[config.mk]
export PLATFORM = sky130hd
export DESIGN_NAME = serial_flag_reg
export DESIGN_NICKNAME = d
export VERILOG_FILES = /design/src/rtl/sfr_pkg.sv /design/src/rtl/sfr_perr_fsm.sv /design/src/rtl/sfr_tend_fsm.sv /design/src/rtl/sfr_mpb_regs.sv /design/src/rtl/serial_flag_reg.sv
export SDC_FILE = /design/constraint.sdc
export NUM_CORES = 1
export LEC_CHECK = 0
export ABC_AREA = 1
export BUFFER_PORTS_ARGS = -buffer_cell sky130_fd_sc_hd__buf_2
export CAP_MARGIN = 20
export CORE_AREA = 2 2 39 41
export CTS_CLUSTER_SIZE = 24
export DETAILED_ROUTE_END_ITERATION = 8
export DIE_AREA = 0 0 41 43
export GPL_TIMING_DRIVEN = 1
export PLACE_DENSITY = 0.65
export REMOVE_ABC_BUFFERS = 1
export SLEW_MARGIN = 5
export SYNTH_ARGS = -nofsm -noshare
export SYNTH_HDL_FRONTEND = slang
export SYNTH_HIERARCHICAL = 1
export SYNTH_SLANG_ARGS = --single-unit
[constraint.sdc]
create_clock -name clk -period 2.2 [get_ports clk]
set_input_delay 0.11 -clock clk [delete_from_list [all_inputs] [get_ports clk]]
set_output_delay 0.11 -clock clk [all_outputs]
set_load 0.02 [all_outputs]
[src/rtl/sfr_pkg.sv]
package sfr_pkg;
    localparam int POS_PER  = 3;
    localparam int POS_TEND = 2;
    localparam int POS_RMPB = 1;
    localparam int POS_TMPB = 0;
    localparam int NUM_BITS = 4;

    typedef enum logic [1:0] {
        PE_CLEAR   = 2'd0,
        PE_FLAGGED = 2'd1,
        PE_ARMED   = 2'd2
    } perr_state_e;

    typedef enum logic {
        TE_PENDING = 1'b0,
        TE_DONE    = 1'b1
    } tend_state_e;
endpackage

[src/rtl/sfr_perr_fsm.sv]
module sfr_perr_fsm
    import sfr_pkg::*;
(
    input  logic clk,
    input  logic rst_n,
    input  logic set_evt,
    input  logic cpu_rd,
    input  logic cpu_wr,
    input  logic wr_bit,
    output logic flag
);
    perr_state_e state_q, state_d;

    always_ff @(posedge clk or negedge rst_n) begin
        if (!rst_n) state_q <= PE_CLEAR;
        else        state_q <= state_d;
    end

    always_comb begin
        state_d = state_q;
        unique case (state_q)
            PE_CLEAR: begin
                if (set_evt) state_d = PE_FLAGGED;
            end
            PE_FLAGGED: begin
                if (!set_evt && cpu_rd && !cpu_wr) state_d = PE_ARMED;
            end
            PE_ARMED: begin
                if (set_evt)              state_d = PE_FLAGGED;
                else if (cpu_wr && !wr_bit) state_d = PE_CLEAR;
                else if (cpu_wr)          state_d = PE_FLAGGED;
            end
            default: state_d = PE_CLEAR;
        endcase
    end

    always_comb begin
        flag = (state_q != PE_CLEAR);
    end
endmodule

[src/rtl/sfr_tend_fsm.sv]
module sfr_tend_fsm
    import sfr_pkg::*;
(
    input  logic clk,
    input  logic rst_n,
    input  logic tx_en,
    input  logic last_bit,
    input  logic empty,
    input  logic clr_evt,
    output logic flag
);
    tend_state_e state_q, state_d;
    logic        done_evt;

    assign done_evt = last_bit && empty;

    always_ff @(posedge clk or negedge rst_n) begin
        if (!rst_n) state_q <= TE_DONE;
        else        state_q <= state_d;
    end

    always_comb begin
        state_d = state_q;
        unique case (state_q)
            TE_DONE: begin
                if (tx_en && clr_evt && !done_evt) state_d = TE_PENDING;
            end
            TE_PENDING: begin
                if (!tx_en || done_evt) state_d = TE_DONE;
            end
            default: state_d = TE_DONE;
        endcase
    end

    always_comb begin
        flag = (state_q == TE_DONE);
    end
endmodule

[src/rtl/sfr_mpb_regs.sv]
module sfr_mpb_regs (
    input  logic clk,
    input  logic rst_n,
    input  logic rx_accept,
    input  logic rx_bit,
    input  logic cpu_wr,
    input  logic wr_bit,
    output logic rx_mpb,
    output logic tx_mpb
);
    always_ff @(posedge clk or negedge rst_n) begin
        if (!rst_n) begin
            rx_mpb <= 1'b0;
            tx_mpb <= 1'b0;
        end else begin
            if (rx_accept) rx_mpb <= rx_bit;
            if (cpu_wr)    tx_mpb <= wr_bit;
        end
    end
endmodule

[src/rtl/serial_flag_reg.sv]
module serial_flag_reg
    import sfr_pkg::*;
#(
    parameter int DATA_W = 8
) (
    input  logic              clk,
    input  logic              rst_n,
    input  logic              rx_en,
    input  logic              tx_en,
    input  logic              sync_mode,
    input  logic              rx_frame_done,
    input  logic              rx_parity_bad,
    input  logic              rx_mpb_in,
    input  logic              tx_last_bit,
    input  logic              tx_empty,
    input  logic              tdre_sw_clr,
    input  logic              dma_tdr_wr,
    input  logic              reg_rd,
    input  logic              reg_wr,
    input  logic [DATA_W-1:0] reg_wdata,
    output logic [DATA_W-1:0] reg_rdata,
    output logic              rx_full_set,
    output logic              rx_block,
    output logic              tx_block,
    output logic              tx_mpb_out,
    output logic              flag_parity,
    output logic              flag_tx_end,
    output logic              flag_rx_mpb
);
    logic perr_evt;
    logic frame_ok;
    logic unused_wbits;

    assign unused_wbits = ^reg_wdata;
    assign perr_evt     = rx_en && rx_frame_done && rx_parity_bad;
    assign frame_ok     = rx_en && rx_frame_done && !flag_parity;

    sfr_perr_fsm u_perr (
        .clk     (clk),
        .rst_n   (rst_n),
        .set_evt (perr_evt),
        .cpu_rd  (reg_rd),
        .cpu_wr  (reg_wr),
        .wr_bit  (reg_wdata[POS_PER]),
        .flag    (flag_parity)
    );

    sfr_tend_fsm u_tend (
        .clk      (clk),
        .rst_n    (rst_n),
        .tx_en    (tx_en),
        .last_bit (tx_last_bit),
        .empty    (tx_empty),
        .clr_evt  (tdre_sw_clr || dma_tdr_wr),
        .flag     (flag_tx_end)
    );

    sfr_mpb_regs u_mpb (
        .clk       (clk),
        .rst_n     (rst_n),
        .rx_accept (frame_ok),
        .rx_bit    (rx_mpb_in),
        .cpu_wr    (reg_wr),
        .wr_bit    (reg_wdata[POS_TMPB]),
        .rx_mpb    (flag_rx_mpb),
        .tx_mpb    (tx_mpb_out)
    );

    always_comb begin
        reg_rdata           = '0;
        reg_rdata[POS_PER]  = flag_parity;
        reg_rdata[POS_TEND] = flag_tx_end;
        reg_rdata[POS_RMPB] = flag_rx_mpb;
        reg_rdata[POS_TMPB] = tx_mpb_out;
    end

    assign rx_full_set = frame_ok && !rx_parity_bad;
    assign rx_block    = flag_parity;
    assign tx_block    = flag_parity && sync_mode;
endmodule

# ---- After elaboration in Yosys (flattened, before gate mapping)
# Index checks and enable logic that the tools add are counted.
dict set report totals {
  register_bits 5
  input_bits 22
}
dict set report classes {
  n_mux 9
  reduce_logical 23
  n_eq_ne 5
  bitwise 1
}
# operator n
set ops {}
lappend ops {{$logic_and 1x1->1} 11}
lappend ops {{$mux 2} 5}
lappend ops {{$logic_not 1->1} 7}
lappend ops {{$pmux 2 s3} 1}
lappend ops {{$ne 2x1->1 const B} 2}
lappend ops {{$ne 4x2->1 const B} 1}
lappend ops {{$reduce_and 3->1} 1}
lappend ops {{$eq 2x1->1 const B} 1}
lappend ops {{$eq 2x2->1 const B} 1}
lappend ops {{$logic_not 2->1} 1}
lappend ops {{$logic_or 1x1->1} 2}
lappend ops {{$mux 1} 2}
lappend ops {{$pmux 1 s2} 1}
lappend ops {{$reduce_bool 2->1} 1}
lappend ops {{$not 1->1} 1}

# ---- Depth between registers and ports, before layout
dict set report logic_depth {
  ltp_word 7
  mapped_depth 6
  ltp_nobuf 6
}

# ---- Hierarchy
# The synthesis kept the hierarchy.
# module instances area_per_inst_um2 cells_per_inst
set by_module_without_submodules {}
lappend by_module_without_submodules {sfr_perr_fsm 1 118.9 18}
lappend by_module_without_submodules {serial_flag_reg 1 110.1 18}
lappend by_module_without_submodules {sfr_mpb_regs 1 80.1 10}
lappend by_module_without_submodules {sfr_tend_fsm 1 50.0 5}

# ---- Least setup slack after synthesis
# Ideal clock, no wire load.
dict set report synth_path {
  path_kind {register -> output}
  startpoint {register u_perr.state_q[1]}
  endpoint {output rx_full_set}
  setup_slack_ps 969
  n_path_buf 0
  t_arrival_ps 1121
  required_time_ps 2090
  path_stages_with_launch 3
  path_cell_list {dfrtp_1 -> or2_1 -> nor3_2}
}
dict set report synth_between {
  elab_chain_len 4
}
# element line
set synth_rtl {}
lappend synth_rtl {{start, declared} sfr_perr_fsm.sv:12} ;# perr_state_e state_q, state_d;
lappend synth_rtl {{start signal, assigned} sfr_perr_fsm.sv:16} ;# else state_q <= state_d;
lappend synth_rtl {{$reduce_bool 2->1} sfr_perr_fsm.sv:38} ;# flag = (state_q != PE_CLEAR);
lappend synth_rtl {{net flag_parity} serial_flag_reg.sv:26} ;# output logic flag_parity,
lappend synth_rtl {{$logic_not 1->1} serial_flag_reg.sv:36} ;# assign frame_ok = rx_en && rx_frame_done && !flag_parity;
lappend synth_rtl {{$logic_and 1x1->1} serial_flag_reg.sv:36}
lappend synth_rtl {{$logic_and 1x1->1} serial_flag_reg.sv:77} ;# assign rx_full_set = frame_ok && !rx_parity_bad;
lappend synth_rtl {{end, declared} serial_flag_reg.sv:22} ;# output logic rx_full_set,
# The timed path passes the listed nets, and every way through them passes these cells.

# ---- Worst setup path in the final report
dict set report layout_path {
  startpoint {register u_perr.state_q[1]}
  endpoint {output rx_full_set}
}
dict set report layout_between {
  elab_chain_len 4
}
# element line
set layout_rtl {}
lappend layout_rtl {{$reduce_bool 2->1} sfr_perr_fsm.sv:38}
lappend layout_rtl {{$logic_not 1->1} serial_flag_reg.sv:36}
lappend layout_rtl {{$logic_and 1x1->1} serial_flag_reg.sv:36}
lappend layout_rtl {{$logic_and 1x1->1} serial_flag_reg.sv:77}
# No other way between the ends.

==> out/qor.yml <==
clocking:
  h-tree-depth: 1
  cts_buffers: 3
  cts_tree: "yes"
  cts_root_buf: "clkbuf_4"
  clk_pin_slew_ns: 0.04
  clock_sinks: 5
  clkLatencyLatePin_ns: 0.24
  cts_buffer_depth: 2
critical_path:
  reg2reg_slack_ns: 1.09
  r2r_cells: 5
  crit_required_ns: 2.09
  cp-end-kind: "output pin"
  endpoint: "rx_full_set"
  r2r-start: "u_perr/state_q[1]$_DFFE_PN0P_"
  crit_type: "register to output pin"
  startpoint: "u_perr/state_q[1]$_DFFE_PN0P_"
  cp_max_fo: 6
  arrival_ns: 1.29
  reg2reg_to: "u_mpb/rx_mpb$_DFFE_PN0P_"
  start_kind: "register"
timing:
  period_share: 0.635
  rsz0062_at_grt: "false"
  finalSetupViolCount: 0
  drv_slew: 0
  finClkSkew_ns: 0.00392
  final_hold_viol_count: 0
  fin_ws_ns: 0.804
  timing.setup.tns_ns: 0
  final.min_clock_period_ns: 1.40
  clock.fmax_ghz: 0.716
layout:
  finalNetCount: 99
  multiInputGateArea_um2: 150
  drive_gt1_frac: 0.447
  fin_area_um2: 489
  n_antenna_cell: 0
  fill_cells: 156
  stdcell_count: 92
  final_cell_mix: "buf_2 (26), nand2_1 (16), inv_1 (7)"
  area_growth_syn_to_layout_pct: 36.2
  regArea_um2: 126
  final_common_cell: "buf_2"
die:
  core_area_um2: 1380
  rows: 14
  start_util: 0.259
  chipHeight_um: 43
  ios: 37
  die_x_um: 41
  fp.dieArea_um2: 1760
pwr:
  p_sw_frac: 0.455
  cellLeakagePower_nw: 0.312
  power_frac_clock: 0.204
  p_int_w: 0.000276
  switchingPower_w: 0.000230
  seqPwrFrac: 0.279
  peakVddDrop_v: 0.000404
  pwr-share-comb: 0.517
  cellPowerDensity_nw_per_um2: 1040
place:
  routabilityCongestion: 0.715
  dp.cells: 87
  post_dp_cell_area_um2: 453
  place.port_buffers: 26
  post-dp-hpwl_um: 562
  dpl_worst_slack_ns: 1.04
status:
  outcome: "completed"
logic_synthesis:
  yosys_warnings: 6
  ys_types: 14
  yosysSeqAreaShare: 0.352
  netlist_instances: 51
  syn_avg_cell_area_um2: 7.04
  syn_area_um2: 359
  synth_seq_cells: 5
routing:
  drt_iter0_drc: 4
  viasPerCell: 3.78
  drt-pass1-iter-count: 2
  wl_per_cell_um: 7.22
  ant_nets: 0
  drc: 0
  vias: 348
  drt_wl_total_um: 664
global_route:
  grt_pass1_vias: 289
  grt_overflow: 0
  grt_pass1_wl_um: 1060
  grt_usage: 0.0870
  grt_max_degree: 7
  antenna_found_initial: 0
job:
  drv_cap: 0
worst_hold_path:
  hp-class: "primary input to register"
==> worst max-delay path: stages, from the launching register on <==
cell and delay [ns]:
dfrtp_1 0.41, or2_1 0.29, nor3_2 0.18, buf_2 0.18
==> worst min path at each step <==
stage,start,to,slack [ns],cells past startpoint
after floorplan,rst_n,u_mpb/rx_mpb$_DFFE_PN0P_,-0.19,0
after global placement,rst_n,u_mpb/tx_mpb$_DFFE_PN0P_,-0.07,1
after detailed placement,rst_n,u_mpb/rx_mpb$_DFFE_PN0P_,-0.07,1
after CTS,tx_en,u_tend/flag$_DFF_PN1_,0.02,2
after global routing,tx_en,u_tend/flag$_DFF_PN1_,0.03,2
final,tx_en,u_tend/flag$_DFF_PN1_,0.02,2
==> logic make-up (layout without fill, tap and decap cells) <==
logic type,Yosys count,after routing,synth area share
flops,5,5,0.352
buf+inv,16,38,0.261
other cells,1,4,0.0104
simple gates,29,29,0.376
==> sequential cells by signal, indices dropped and copies added (netlist names) <==
name / count
u_tend/flag: 1
u_mpb/rx_mpb: 1
u_perr/state_q: 2
u_mpb/tx_mpb: 1
==> power groups by stage <==
| stage | registers [W] | logic (W) | clock network [W] |
|---|---|---|---|
| 2_1_floorplan | 0.000170 | 0.000144 | 0 |
| 3_3_place_gp | 0.000141 | 0.000262 | 0 |
| 3_5_place_dp | 0.000143 | 0.000264 | 0 |
| 4_1_cts | 0.000142 | 0.000266 | 0.000108 |
| 5_1_grt | 0.000146 | 0.000290 | 0.000114 |
| 6_report | 0.000142 | 0.000262 | 0.000103 |
==> cells in the mapped netlist (all sizes together) <==
library cell / count / area, um2
buf: 9 / 67.6
nor3: 1 / 10.0
inv: 7 / 26.3
dfstp: 1 / 26.3
nand4: 1 / 6.26
dfrtp: 4 / 100
nor2: 6 / 25.0
nand2: 17 / 66.3
nand3: 2 / 15.0
conb: 1 / 3.75
or2: 2 / 12.5
==> layout make-up <==
class | count | area share
flip-flops and latches | 5 | 0.258
well taps | 16 | 0.0409
clock buffers | 4 | 0.0537
multi-input cells | 33 | 0.307
repair buffers | 27 | 0.286
inverters | 7 | 0.0537
==> stage by stage <==
step | hold slack, ns | power [W] | utilization
floorplan | -0.186 | 0.000314 | -
finish | 0.0249 | 0.000507 | 0.354
global placement | -0.0729 | 0.000403 | 0.327
detailed placement | -0.0706 | 0.000407 | 0.327
global route | 0.0269 | 0.000550 | 0.354
CTS | 0.0212 | 0.000515 | 0.354
==> per-layer routing <==
layer | vias to the layer above | GRT usage | routed length (um)
met3 | 0 | 0.0314 | 47
met5 | - | 0 | 0
met4 | 0 | 0.0400 | 0
met2 | 12 | 0.134 | 357
met1 | 150 | 0.102 | 259
li1 | 186 | - | -
==> timing repair <==
item / CTS / global route
hold buffers: 1 / 0
endpoints found under the setup margin: 0 / 0
setup buffers: 0 / 0
endpoints found under the hold margin: 5 / 0
resized for setup: 0 / 0
(Power assumes the default switching activity.)
